`config.mk`:
```
export PLATFORM = sky130hd
export DESIGN_NAME = lane_train_seq
export DESIGN_NICKNAME = d
export VERILOG_FILES = /design/src/rtl/lane_train_seq.sv
export SDC_FILE = /design/constraint.sdc
export NUM_CORES = 1
export LEC_CHECK = 0
export ABC_AREA = 1
export BUFFER_PORTS_ARGS = -buffer_cell sky130_fd_sc_hd__clkbuf_2
export CAP_MARGIN = 0
export CORE_UTILIZATION = 35
export CTS_BUF_LIST = sky130_fd_sc_hd__clkbuf_16
export CTS_CLUSTER_DIAMETER = 200
export DETAILED_ROUTE_END_ITERATION = 6
export GPL_TIMING_DRIVEN = 0
export HOLD_SLACK_MARGIN = 0.03
export PLACE_DENSITY_LB_ADDON = 0.25
export RECOVER_POWER = 25
export SYNTH_ARGS = -nofsm -noshare
export SYNTH_HDL_FRONTEND = slang
export SYNTH_SLANG_ARGS = --single-unit
```
`constraint.sdc`:
```
create_clock -name clk -period 4.3 [get_ports clk]
set_clock_uncertainty 0.05 [all_clocks]
set_input_delay 0.215 -clock clk [delete_from_list [all_inputs] [get_ports clk]]
set_output_delay 0.215 -clock clk [all_outputs]
set_load 0.005 [all_outputs]
```
`src/rtl/lane_train_seq.sv`:
```
module lane_train_seq #(
  parameter int NUM_LANES = 24,
  parameter int DLY_W     = 32
) (
  input  logic                         clk,
  input  logic                         rst_n,
  input  logic                         start,
  input  logic                         link_active,
  input  logic [1:0]                   half_en,
  input  logic                         recovery,
  input  logic [DLY_W-1:0]             delay_cycles,
  output logic [1:0]                   tx_pat_even,
  output logic [1:0]                   tx_pat_odd,
  output logic [$clog2(NUM_LANES)-1:0] lane_sel,
  output logic                         chk_req,
  input  logic                         chk_ack,
  input  logic                         chk_pass,
  output logic                         pdn_req,
  input  logic                         pdn_ack,
  input  logic                         pdn_timeout,
  output logic                         restore_stb,
  output logic [1:0]                   start_train,
  output logic                         screened,
  output logic                         busy,
  output logic                         done,
  output logic                         error
);
  localparam int LANE_W = $clog2(NUM_LANES);
  localparam int HALF   = NUM_LANES / 2;
  localparam logic [LANE_W-1:0] LO_EDGE = LANE_W'(HALF - 1);
  localparam logic [LANE_W-1:0] HI_EDGE = LANE_W'(HALF);
  localparam logic [LANE_W-1:0] LAST    = LANE_W'(NUM_LANES - 1);
  localparam logic [1:0] PAT_NONE = 2'b00;
  localparam logic [1:0] PAT_TS   = 2'b01;
  localparam logic [1:0] PAT_SQW  = 2'b10;

  typedef enum logic [3:0] {
    S_IDLE, S_LOCK1, S_GAP, S_PDN, S_WAIT, S_CHK, S_RST, S_CPDN, S_STOP, S_LOCK2, S_FIN
  } state_t;

  state_t            state;
  logic [LANE_W-1:0] lane_q;
  logic [DLY_W-1:0]  cnt_q;
  logic [1:0]        en_q, train_q;
  logic              rec_q, scr_q, err_q;
  logic              need_pdn, need_chk, last, cnt_zero;
  logic [1:0]        cur_pat;

  assign last     = (lane_q == LAST);
  assign cnt_zero = (cnt_q == '0);
  assign need_pdn = (lane_q == LO_EDGE) || (lane_q == HI_EDGE) ||
                    (!rec_q && !en_q[0] && lane_q < LO_EDGE) ||
                    (!rec_q && !en_q[1] && lane_q > HI_EDGE);
  assign need_chk = (en_q[0] && lane_q < LO_EDGE) || (en_q[1] && lane_q > HI_EDGE);

  always_comb begin
    case (state)
      S_LOCK1, S_LOCK2:                     cur_pat = PAT_TS;
      S_PDN, S_WAIT, S_CHK, S_RST, S_CPDN:  cur_pat = PAT_SQW;
      default:                              cur_pat = PAT_NONE;
    endcase
  end

  assign tx_pat_even = en_q[0] ? cur_pat : PAT_NONE;
  assign tx_pat_odd  = en_q[1] ? cur_pat : PAT_NONE;
  assign lane_sel    = lane_q;
  assign chk_req     = (state == S_CHK) && need_chk;
  assign pdn_req     = ((state == S_PDN) && need_pdn) || (state == S_CPDN);
  assign restore_stb = (state == S_RST);
  assign start_train = train_q;
  assign screened    = scr_q;
  assign busy        = (state != S_IDLE);
  assign done        = (state == S_FIN);
  assign error       = err_q;

  always_ff @(posedge clk or negedge rst_n) begin
    if (!rst_n) begin
      state   <= S_IDLE;
      lane_q  <= '0;
      cnt_q   <= '0;
      en_q    <= '0;
      rec_q   <= 1'b0;
      train_q <= '0;
      scr_q   <= 1'b0;
      err_q   <= 1'b0;
    end else begin
      if (pdn_req && pdn_ack && pdn_timeout) err_q <= 1'b1;
      case (state)
        S_IDLE: if (start) begin
          en_q    <= half_en;
          rec_q   <= recovery;
          train_q <= '0;
          err_q   <= 1'b0;
          cnt_q   <= delay_cycles;
          if (!link_active) state <= S_FIN;
          else              state <= scr_q ? S_LOCK2 : S_LOCK1;
        end
        S_LOCK1: if (cnt_zero) state <= S_GAP; else cnt_q <= cnt_q - 1'b1;
        S_GAP: begin
          lane_q <= '0;
          state  <= S_PDN;
        end
        S_PDN: if (!need_pdn || pdn_ack) begin
          if (last) begin
            lane_q <= '0;
            cnt_q  <= delay_cycles;
            state  <= S_WAIT;
          end else lane_q <= lane_q + 1'b1;
        end
        S_WAIT: if (cnt_zero) state <= S_CHK; else cnt_q <= cnt_q - 1'b1;
        S_CHK: begin
          if (!need_chk) begin
            if (last) begin lane_q <= '0; state <= S_STOP; end
            else lane_q <= lane_q + 1'b1;
          end else if (chk_ack) state <= chk_pass ? S_RST : S_CPDN;
        end
        S_RST, S_CPDN: if (state == S_RST || pdn_ack) begin
          if (last) begin lane_q <= '0; state <= S_STOP; end
          else begin lane_q <= lane_q + 1'b1; state <= S_CHK; end
        end
        S_STOP: begin
          scr_q <= 1'b1;
          cnt_q <= delay_cycles;
          state <= S_LOCK2;
        end
        S_LOCK2: if (cnt_zero) begin
          train_q <= en_q;
          state   <= S_FIN;
        end else cnt_q <= cnt_q - 1'b1;
        default: state <= S_IDLE;
      endcase
    end
  end

  assert_req_excl_R12: assert property (@(posedge clk) disable iff (!rst_n)
    !(chk_req && pdn_req));
  assert_pdn_hold_R12: assert property (@(posedge clk) disable iff (!rst_n)
    (pdn_req && !pdn_ack) |=> (pdn_req && $stable(lane_sel)));
  assert_chk_hold_R12: assert property (@(posedge clk) disable iff (!rst_n)
    (chk_req && !chk_ack) |=> (chk_req && $stable(lane_sel)));
  assert_no_edge_check_R5: assert property (@(posedge clk) disable iff (!rst_n)
    chk_req |-> (lane_sel != LO_EDGE && lane_sel != HI_EDGE));
  assert_legal_code_R1: assert property (@(posedge clk) disable iff (!rst_n)
    (tx_pat_even != 2'b11) && (tx_pat_odd != 2'b11));
  assert_idle_quiet_R9: assert property (@(posedge clk) disable iff (!rst_n)
    !busy |-> (!chk_req && !pdn_req && !restore_stb && tx_pat_even == PAT_NONE && tx_pat_odd == PAT_NONE));
  assert_sticky_R7: assert property (@(posedge clk) disable iff (!rst_n)
    screened |=> screened);
  assert_done_pulse_R8: assert property (@(posedge clk) disable iff (!rst_n)
    done |=> !done);
endmodule

```
==> metrics.cfg, run 1 <==
[yosys]
ys_types=30
synth.top_cell.area_share_pct=34.3
synth-simple-area-share_pct=40.3
syn_area_sq_um=3500
netlist_top_cells_area=dfrtp_1 (34%), nand2_1 (22%), nor2_1 (9.1%)
synth_compound_area_share_pct=11.7
synth_area_leader_cell=dfrtp_1
synth_warnings=0
synth.most_common_cell=nand2_1
synth_seq_cells=48
synthTopCellsByCount=nand2_1 (208), nor2_1 (85), inv_1 (58)
seq_area_frac_synth_pct=34.3
synth-xor-area-share_pct=3.50
ys.flop_type=dfrtp_1
synth_edf_count=0
avgSynthCellArea_sq_um=6.17
synth_cells=568
muxShareOfSynthArea_pct=0
async_flop_share_pct=100
synth_nets=615
synth_top_family_by_area=simple AND/OR/NAND/NOR gates
synthAdderAreaFrac_pct=1.43

[pwr]
clkPwrFrac_pct=14.4
p_int_mw=1.54
p_per_area_nw_per_um2=757
ir_drop_v=0.000388
sw_frac_of_total_pct=50.9
p_seq_share_pct=27.2
p_leak_nw=2.16
power_frac_comb_pct=58.4
p_switching_mw=1.60

[sta]
slew_headroom_pct=-3.54
drv_slew=28
fmaxAchievable_mhz=358
rsz0062_at_grt=no
setup_violations=0
min_period_ns=2.80
fin_tns_setup_ns=0
hold_viol=0
worstMarginPinSlew_ns=1.55
final.period_utilization_pct=65.0

[critical_path]
required_ns=4.37
cp-start-kind=input port
path_class=input port to asynchronous set/reset pin
critPathMaxFanout=27
critPathArrivalTime_ns=2.87
critPathCaptureType=asynchronous set/reset pin

[place]
dp_hpwl_um=7730
io_buffers=60
gp_congestion=0.956
dp_cells=761

[floorplanning]
die_h_um=102
pin_count=61
die_w_um=102
core-area_sq_um=9730
initial_utilization_pct=36.0
row_count=36
die_area_sq_um=10400

[detailed_routing]
drcViolationCount=0
viasPerCell=4.86
firstDrtPassIters=5
wl_um=10100
ant_nets=0
drt_iter0_markers=159
routed-via-count=3744
detail_route.wl_per_cell_um=13.1

[cells_and_area]
multi_input_area_sq_um=1990
n_fill_cell=1122
drive_above_1_share_pct=12.2
synthToLayoutAreaGrowth_pct=18.2
nNetsFinal=684
fin_cells=771
seq_area_sq_um=1200
n_antenna_cell=0

[flow_run]
cap_violations=1

[clock_network]
tritoncts=yes
clkSinkCount=48
cts_root_buf=clkbuf_16
htreeDepth=2
cts-buffers-inserted=5
insertion_delay_ns=0.29
cts.clk_slew.worst_paths_ns=0.07
clock_path_buffers=2

[grt]
grt_max_degree=49
overflow=0
antenna_found_initial=0
grt_usage_pct=20.4
grt_pass1_vias=3437
grt_pass1_wl_um=16600

[worst_hold_path]
hold_class=input port to flop

[outcome]
violations=capacitance limit, slew limit
outcome=complete, but fails checks

## sequential cells by signal (all words and copies together), names as in the netlist
name and count:
cnt_q 32, rec_q 1, error 1, lane_sel 5
start_train 2, state 4, en_q 2, screened 1
## cells in the final DEF, fill, tap and decap left out, types with 2 or more instances in the layout
master and n:
nand2_1 208, clkbuf_16 5, nor2_1 85, ha_1 4, nand2_2 2, a21boi_0 2, a21oi_1 10, dfrtp_1 48
o211ai_1 3, nor3_1 2, o21ai_1 12, inv_2 4, xnor2_1 4, o21ai_0 40, nor2_2 3, nand3_1 41
buf_6 2, xor2_1 10, o21bai_1 4, inv_1 59, buf_2 4, nand4_1 7, clkbuf_1 13, o2111ai_1 2
clkbuf_2 54
## layout make-up
| class | count | share of cell area (%) |
|---|---|---|
| plain buffers | 13 | 1.75 |
| clock inverters | 3 | 0.937 |
| well taps | 133 | 4.02 |
| flip-flops and latches | 48 | 29.0 |
| inverters | 63 | 5.71 |
| repair buffers | 62 | 7.41 |
| multi-input cells | 444 | 48.1 |
| clock buffers | 5 | 3.02 |
## final timing paths
kind                            slack (ns)        end  cells after the start  startpoint
worst max-delay path                  1.50   screened                      3       rst_n
worst min-delay path                  0.09    en_q[1]                      3  half_en[1]
worst max register to register        2.09   cnt_q[6]                      9   cnt_q[15]
worst min register to register        0.44  cnt_q[30]                      2   cnt_q[30]
max in group clk                      2.09   cnt_q[6]                      9   cnt_q[15]
min in group asynchronous             0.66  cnt_q[11]                      2       rst_n
## routing by layer
| layer | GRT usage (%) | share of wire (%) |
|---|---|---|
| met1 | 26.4 | 45 |
| met4 | 3.41 | 0.43 |
| met2 | 36.1 | 48 |
| met5 | 0 | 0 |
| met3 | 3.15 | 6.2 |
## worst max-delay path: stages
cell	delay (ns)
dlygate4sd3_1	0.52
clkbuf_1	0.91
clkbuf_1	1.19
## per-stage QoR
step / total power [mW] / util (%) / setup slack, ns / hold slack (ns) / cell area [sq um]
finish: 3.13 / 42.5 / 1.50 / 0.0887 / 4140
global route: 3.45 / 42.5 / 0.951 / 0.0968 / 4140
CTS: 3.15 / 42.5 / 2.11 / 0.0857 / 4130
detailed placement: 2.69 / 40.8 / 2.13 / 0.380 / 3970
global placement: 2.65 / 40.8 / 2.13 / 0.378 / 3970
floorplan: 2.16 / - / 2.51 / -0.131 / 3500
## repair_timing
action / in CTS / in global routing
hold endpoints to repair: 0 / 21
hold buffers: 0 / 1
buffers inserted: 0 / 0
gates resized for setup: 0 / 0
## power groups by stage
stage | Sequential, mW | Clock [mW] | Combinational (mW)
after floorplan | 0.803 | 0 | 1.36
after global placement | 0.852 | 0 | 1.80
after detailed placement | 0.854 | 0 | 1.83
after CTS | 0.849 | 0.455 | 1.84
after global routing | 0.885 | 0.471 | 2.10
final | 0.852 | 0.451 | 1.83
## logic make-up (layout without fill, tap and decap cells)
family | after synthesis | after routing
flip-flops | 48 | 48
AND/OR/NAND/NOR | 351 | 351
XOR/XNOR | 14 | 14
adder cells (fa/ha/maj) | 4 | 4
AO/OA/AOI/OAI | 75 | 75
buffers and inverters | 76 | 146
(Power assumes the default switching activity.)
==> inputs of run 2 (changes only) <==
--- a/config.mk
+++ b/config.mk
@@ -5,7 +5,7 @@
 export SDC_FILE = /design/constraint.sdc
 export NUM_CORES = 1
 export LEC_CHECK = 0
-export ABC_AREA = 1
+export ABC_AREA = 0
 export BUFFER_PORTS_ARGS = -buffer_cell sky130_fd_sc_hd__clkbuf_2
 export CAP_MARGIN = 0
 export CORE_UTILIZATION = 35
==> constraint.sdc (replaced) <==
create_clock -name clk -period 2.4 [get_ports clk]
set_clock_uncertainty 0.05 [all_clocks]
set_input_delay 0.12 -clock clk [delete_from_list [all_inputs] [get_ports clk]]
set_output_delay 0.12 -clock clk [all_outputs]
set_load 0.005 [all_outputs]
==> run 2 against run 1 <==
- the run now ends clean
- register-to-register slack got worse by 2.1 ns
- via count is 4.1% lower
- worst hold slack worse by 0.057 ns
- critical path type is now flop to flop
- highest routed layer unchanged
==> metrics.cfg, run 2 <==
[outcome]
outcome=finished, final reports clean

[cells_and_area]
seq_area_sq_um=1210
multi_input_area_sq_um=2100
final_area_sq_um=4340
n_antenna_cell=0
largest_register_ffs=32
n_fill_cell=858
synthToLayoutAreaGrowth_pct=32.8
layout_commonest_cell=clkbuf_2
nNetsFinal=539
top_register=cnt_q
mostFrequentLayoutCells=clkbuf_2 (66), dfrtp_1 (44), nor2_1 (38), nand2_1 (36), o21ai_0 (34)
drive_above_1_share_pct=31.5

[yosys]
synthTopCellsByCount=dfrtp_1 (48), o21ai_0 (42), nor2_1 (41)
syn_area_sq_um=3270
ys.flop_type=dfrtp_1
synth_warnings=0
synth.most_common_cell=dfrtp_1
ys_types=56
synth-simple-area-share_pct=25.9
synth_nets=452
synth_compound_area_share_pct=27.0
async_flop_share_pct=100
synth_top_family_by_area=compound AO/OA/AOI/OAI gates
synth.top_cell.area_share_pct=36.8
synth-xor-area-share_pct=0.268
synth_edf_count=0
synth_cells=405
synth_seq_cells=48
avgSynthCellArea_sq_um=8.06
seq_area_frac_synth_pct=36.8
muxShareOfSynthArea_pct=2.72
netlist_top_cells_area=dfrtp_1 (37%), o21ai_0 (6.4%), a21oi_1 (5.1%)
synthAdderAreaFrac_pct=1.53
synth_area_leader_cell=dfrtp_1

[critical_path]
critPathArrivalTime_ns=2.52
critPathMaxFanout=4
required_ns=2.52
cp-start-kind=flop
path_cells=buf_4 > a21o_1 > a2111oi_2 > o311a_1 > nor2_1 > and4b_2 > mux2_2
critPathBufInv=1
slowest_stage=a2111oi_2
critPathCaptureType=flop
slowest_delay_ns=0.58
path_class=flop to flop
critical_path.top_delay_family=compound AO/OA/AOI/OAI gates

[detailed_routing]
drcViolationCount=0
firstDrtPassIters=4
ant_nets=0
routed-via-count=3591
detail_route.wl_per_cell_um=17.6
wl_um=10600
drt_iter0_markers=360
viasPerCell=5.99

[sta]
fin_tns_setup_ns=0
worstMarginPinSlew_ns=0.896
hold_viol=0
fmaxAchievable_mhz=417
drv_slew=0
slew_headroom_pct=40.3
worst_slack_ns=0.000556
setup_violations=0
rsz0062_at_grt=yes
final.period_utilization_pct=100
min_period_ns=2.40

[floorplanning]
row_count=34
die_h_um=98.6
core-area_sq_um=8890
initial_utilization_pct=36.7
pin_count=61
die_w_um=98.6
die_area_sq_um=9720

[clock_network]
cts-buffers-inserted=5
clkSinkCount=48
clock_path_buffers=2
cts.clk_slew.worst_paths_ns=0.07
tritoncts=yes
cts_root_buf=clkbuf_16
insertion_delay_ns=0.29
htreeDepth=2

[grt]
grt_usage_pct=21.7
antenna_found_initial=0
grt_pass1_vias=3449
grt_max_degree=49
grt_pass1_wl_um=17000
overflow=0

[place]
post-place-ws_ns=-0.477
postPlaceCellArea_sq_um=3730
dp_hpwl_um=7040
gp_congestion=0.856
io_buffers=60

[pwr]
p_per_area_nw_per_um2=1420
p_leak_nw=1.78
ir_drop_v=0.000578

[worst_hold_path]
hold_class=input port to flop

[flow_run]
cap_violations=0

run 2: cell types whose count changed in the layout (fill, tap and decap cells not counted), moves of 10 or more:
cell       delta
nand3_1      -30
nor2_1       -47
clkbuf_2     +12
inv_1        -49
buf_4        +22
nor3_1       +18
a21oi_1      +16
o2bb2ai_1    +10
xor2_1       -10
nand2_1     -172
run 2: cell families (layout without fill, tap and decap cells):
family,Yosys count,count (layout)
AOI/OAI and AO/OA,138,138
adders and majority gates,4,4
buffers and inverters,39,126
DFF,48,48
xor gates and xnor gates,1,1
muxes,8,8
and+or+nand+nor,167,167
run 2: area by class of cell:
class                      count  area share, %
sequential                    48           27.8
tap                          108           3.12
inverter                      10          0.865
clock buffer                   5           2.88
timing repair buffer          88           12.7
buffer                        21           2.88
multi-input combinational    318           48.3
clock inverter                 2           1.38
run 2: worst paths after layout:
check                                  from   endpoint  slack [ns]  cells past startpoint
worst min-delay path                  start      error        0.03                      2
worst max register to register  lane_sel[0]   state[3]      0.0006                      7
worst min register to register     screened   screened        0.47                      1
min in group asynchronous             rst_n      error        0.42                      2
worst max-delay path            lane_sel[0]   state[3]      0.0006                      7
max in group asynchronous             rst_n  cnt_q[16]        0.44                      3
run 2: worst reg2reg max path, stage by stage (launching register included):
cell,delay (ns)
dfrtp_2,0.43
buf_4,0.15
a21o_1,0.20
a2111oi_2,0.58
o311a_1,0.28
nor2_1,0.05
and4b_2,0.26
mux2_2,0.29
run 2: stage by stage:
| step | instances | utilization [%] | power [mW] | hold slack, ns |
|---|---|---|---|---|
| 2_1_floorplan | 405 | - | 3.64 | -0.226 |
| 3_3_place_gp | 573 | 42.0 | 4.47 | 0.303 |
| 3_5_place_dp | 573 | 42.0 | 4.52 | 0.306 |
| 4_1_cts | 592 | 46.9 | 5.84 | 0.0332 |
| 5_1_grt | 600 | 48.8 | 6.59 | 0.0573 |
| 6_report | 600 | 48.8 | 6.15 | 0.0314 |
run 2: report_power, final:
group	leakage, nW	switching [mW]	internal [mW]
logic	1.11	2.01	1.56
registers	0.580	0.497	1.18
clock network	0.0899	0.311	0.592
run 2: what timing repair did:
action                                 4_1_cts  5_1_grt
setup endpoints to repair                   43       41
gates cloned                                 1        1
resized for setup                           36       35
endpoints found under the hold margin        3       14
hold buffers                                 3        1
pin swaps                                    6       10
setup buffers                               11       10
run 2: metal layers:
| layer | track usage (%) | up-vias | share of wire (%) |
|---|---|---|---|
| li1 | - | 1695 | - |
| met1 | 30.5 | 1733 | 46 |
| met2 | 33.3 | 143 | 45 |
| met3 | 4.04 | 20 | 7.1 |
| met4 | 7.69 | 0 | 1.8 |
| met5 | 0 | - | 0 |
==> inputs of run 3 (changes only) <==
--- a/config.mk
+++ b/config.mk
@@ -16,6 +16,7 @@
 export HOLD_SLACK_MARGIN = 0.03
 export PLACE_DENSITY_LB_ADDON = 0.25
 export RECOVER_POWER = 25
+export REMOVE_ABC_BUFFERS = 1
 export SYNTH_ARGS = -nofsm -noshare
 export SYNTH_HDL_FRONTEND = slang
 export SYNTH_SLANG_ARGS = --single-unit
==> run 3 against run 2 <==
- the flow now finishes with violations (setup timing)
- via count shrank 1.9%
- global-route usage up 0.76 points
- first-iteration DRC count fell by 42%
- fmax decreased by 1.4%
- critical path depth increased by 1
- setup slack worse by 0.033 ns
- final cell count shrank 3.2%
- combinational power down 12%
- sequential power barely moved
- count of clock-buffer cells in the layout unchanged
- clock power fell by 22%
- critical path type unchanged
==> metrics.cfg, run 3 (synthesized netlist as in run 2, its figures left out) <==
[outcome]
outcome=complete, but fails checks
violations=setup timing

[detailed_routing]
detail_route.wl_per_cell_um=18.2
route.top_layer_used=met4
ant_nets=0
wl_um=10600
routed-via-count=3523
m1WireLength_um=4720
route.met2.wl_um=5070
firstDrtPassIters=5
drt_iter0_markers=210
viasPerCell=6.06
drcViolationCount=0
wl_met3_um=600

[critical_path]
reg2reg_slack_ns=-0.03
slowest_stage=or4_4
cp-start-kind=flop
critPathArrivalTime_ns=2.54
path_cells=inv_1 > ha_1 > and3b_1 > o21a_2 > o311a_4 > or4_4 > o21ai_4 > o41ai_2
critPathMaxFanout=5
reg2regPathDepth=8
path_class=flop to flop
slowest_delay_ns=0.59
critPathBufInv=1
r2r_end=lane_sel[3]
cp-startpoint=lane_sel[0]
critical_path.top_delay_family=compound AO/OA/AOI/OAI gates
timing.rr.start=lane_sel[0]
critPathCaptureType=flop
required_ns=2.51

[pwr]
ir_drop_v=0.000549
p_int_mw=2.85
p_per_area_nw_per_um2=1310
p_switching_mw=2.67
power.total_mw=5.52
power_frac_comb_pct=56.6
p_leak_nw=1.69
sw_frac_of_total_pct=48.3
p_seq_share_pct=30.7
clkPwrFrac_pct=12.7

[flow_run]
cap_violations=0

[sta]
worstMarginPinSlew_ns=0.933
slew_headroom_pct=37.8
final.period_utilization_pct=101
fin_tns_setup_ns=-0.0328
min_period_ns=2.43
setup_violations=1
hold_viol=0
rsz0062_at_grt=yes
drv_slew=0
holdWs_ns=0.0546
worst_slack_ns=-0.0328
fmaxAchievable_mhz=411

[floorplanning]
die_w_um=98.6
core-area_sq_um=8890
pin_count=61
die_area_sq_um=9720
initial_utilization_pct=36.7
row_count=34
die_h_um=98.6

[worst_hold_path]
hold_class=input port to flop
holdPathEnd=cnt_q[17]
min-delay-start=delay_cycles[17]
whs_path_depth=3

[clock_network]
insertion_delay_ns=0.29
tritoncts=yes
cts-buffers-inserted=5
cts_root_buf=clkbuf_16
htreeDepth=2
clock_path_buffers=2
clkSinkCount=48
cts.clk_slew.worst_paths_ns=0.07

[cells_and_area]
n_antenna_cell=0
largest_register_ffs=32
mostFrequentLayoutCells=clkbuf_2 (60), dfrtp_1 (43), o21ai_0 (38), nor2_1 (38), nand2_1 (37)
top_register=cnt_q
synthToLayoutAreaGrowth_pct=28.7
drive_above_1_share_pct=29.2
nNetsFinal=519
layout_commonest_cell=clkbuf_2

[grt]
grt_usage_pct=22.4
antenna_found_initial=0
overflow=0
grt_pass1_vias=3305
grt_max_degree=49
grt_pass1_wl_um=17300

[place]
dp_hpwl_um=5930
io_buffers=60
gp_congestion=0.825

## run 3: cell types whose count changed in the layout (fill, tap and decap cells not counted), moves of 4 or more
cell      before  now
o21ai_0       34   38
a21oi_2        7    0
buf_4         23   13
clkbuf_1       9    1
o21ai_2        4    0
a21oi_1       26   33
clkbuf_2      66   60
## run 3: worst reg2reg max path, cell delays in order, from the launching register on
cell     delay (ns)
dfrtp_2        0.43
inv_1          0.06
ha_1           0.15
and3b_1        0.19
o21a_2         0.23
o311a_4        0.34
or4_4          0.59
o21ai_4        0.17
o41ai_2        0.10
## run 3: worst max-delay path by stage
stage / end / slack, ns / cells past startpoint
after floorplan: cnt_q[22] / -0.82 / 6
after global placement: cnt_q[19] / -1.81 / 6
after detailed placement: cnt_q[19] / -1.29 / 6
after CTS: state[3] / 0.002 / 6
after global routing: lane_sel[3] / -0.12 / 8
final: lane_sel[3] / -0.03 / 8
## run 3: final cells by class
| cell class | instances | area, sq um |
|---|---|---|
| well taps | 108 | 135 |
| multi-input cells | 325 | 2190 |
| clock buffers | 5 | 125 |
| repair buffers | 82 | 492 |
| inverters | 10 | 37.5 |
| fillers | 850 | 4690 |
| flip-flops and latches | 48 | 1210 |
| clock inverters | 3 | 13.8 |
## run 3: power groups by stage
stage	sequential, mW	clock, mW	combinational (mW)
global route	1.74	0.753	3.45
floorplan	1.55	0	1.79
detailed placement	1.69	0	2.40
global placement	1.68	0	2.32
finish	1.69	0.702	3.12
CTS	1.63	0.713	2.98
## run 3: stage by stage
stage,std cells,util [%],area (sq um),setup slack (ns)
6_report,581,47.3,4200,-0.0328
3_3_place_gp,544,39.9,3550,-1.81
3_5_place_dp,545,40.1,3570,-1.29
2_1_floorplan,376,-,3110,-0.820
4_1_cts,576,45.5,4050,0.00202
5_1_grt,581,47.3,4200,-0.115
## run 3: what timing repair did
action                     in CTS  in global routing
setup endpoints to repair      44                 36
hold endpoints to repair        4                 16
resized for setup              39                 18
pin swaps                      10                  4
buffers inserted               12                  3
hold buffers                    4                  1
cloned                          7                  0
## run 3: routing by layer
metal | global-route usage (%) | up-vias
met2 | 37.5 | 120
met4 | 7.23 | 0
met5 | 0 | -
met3 | 2.91 | 21
met1 | 30.1 | 1715
li1 | - | 1667
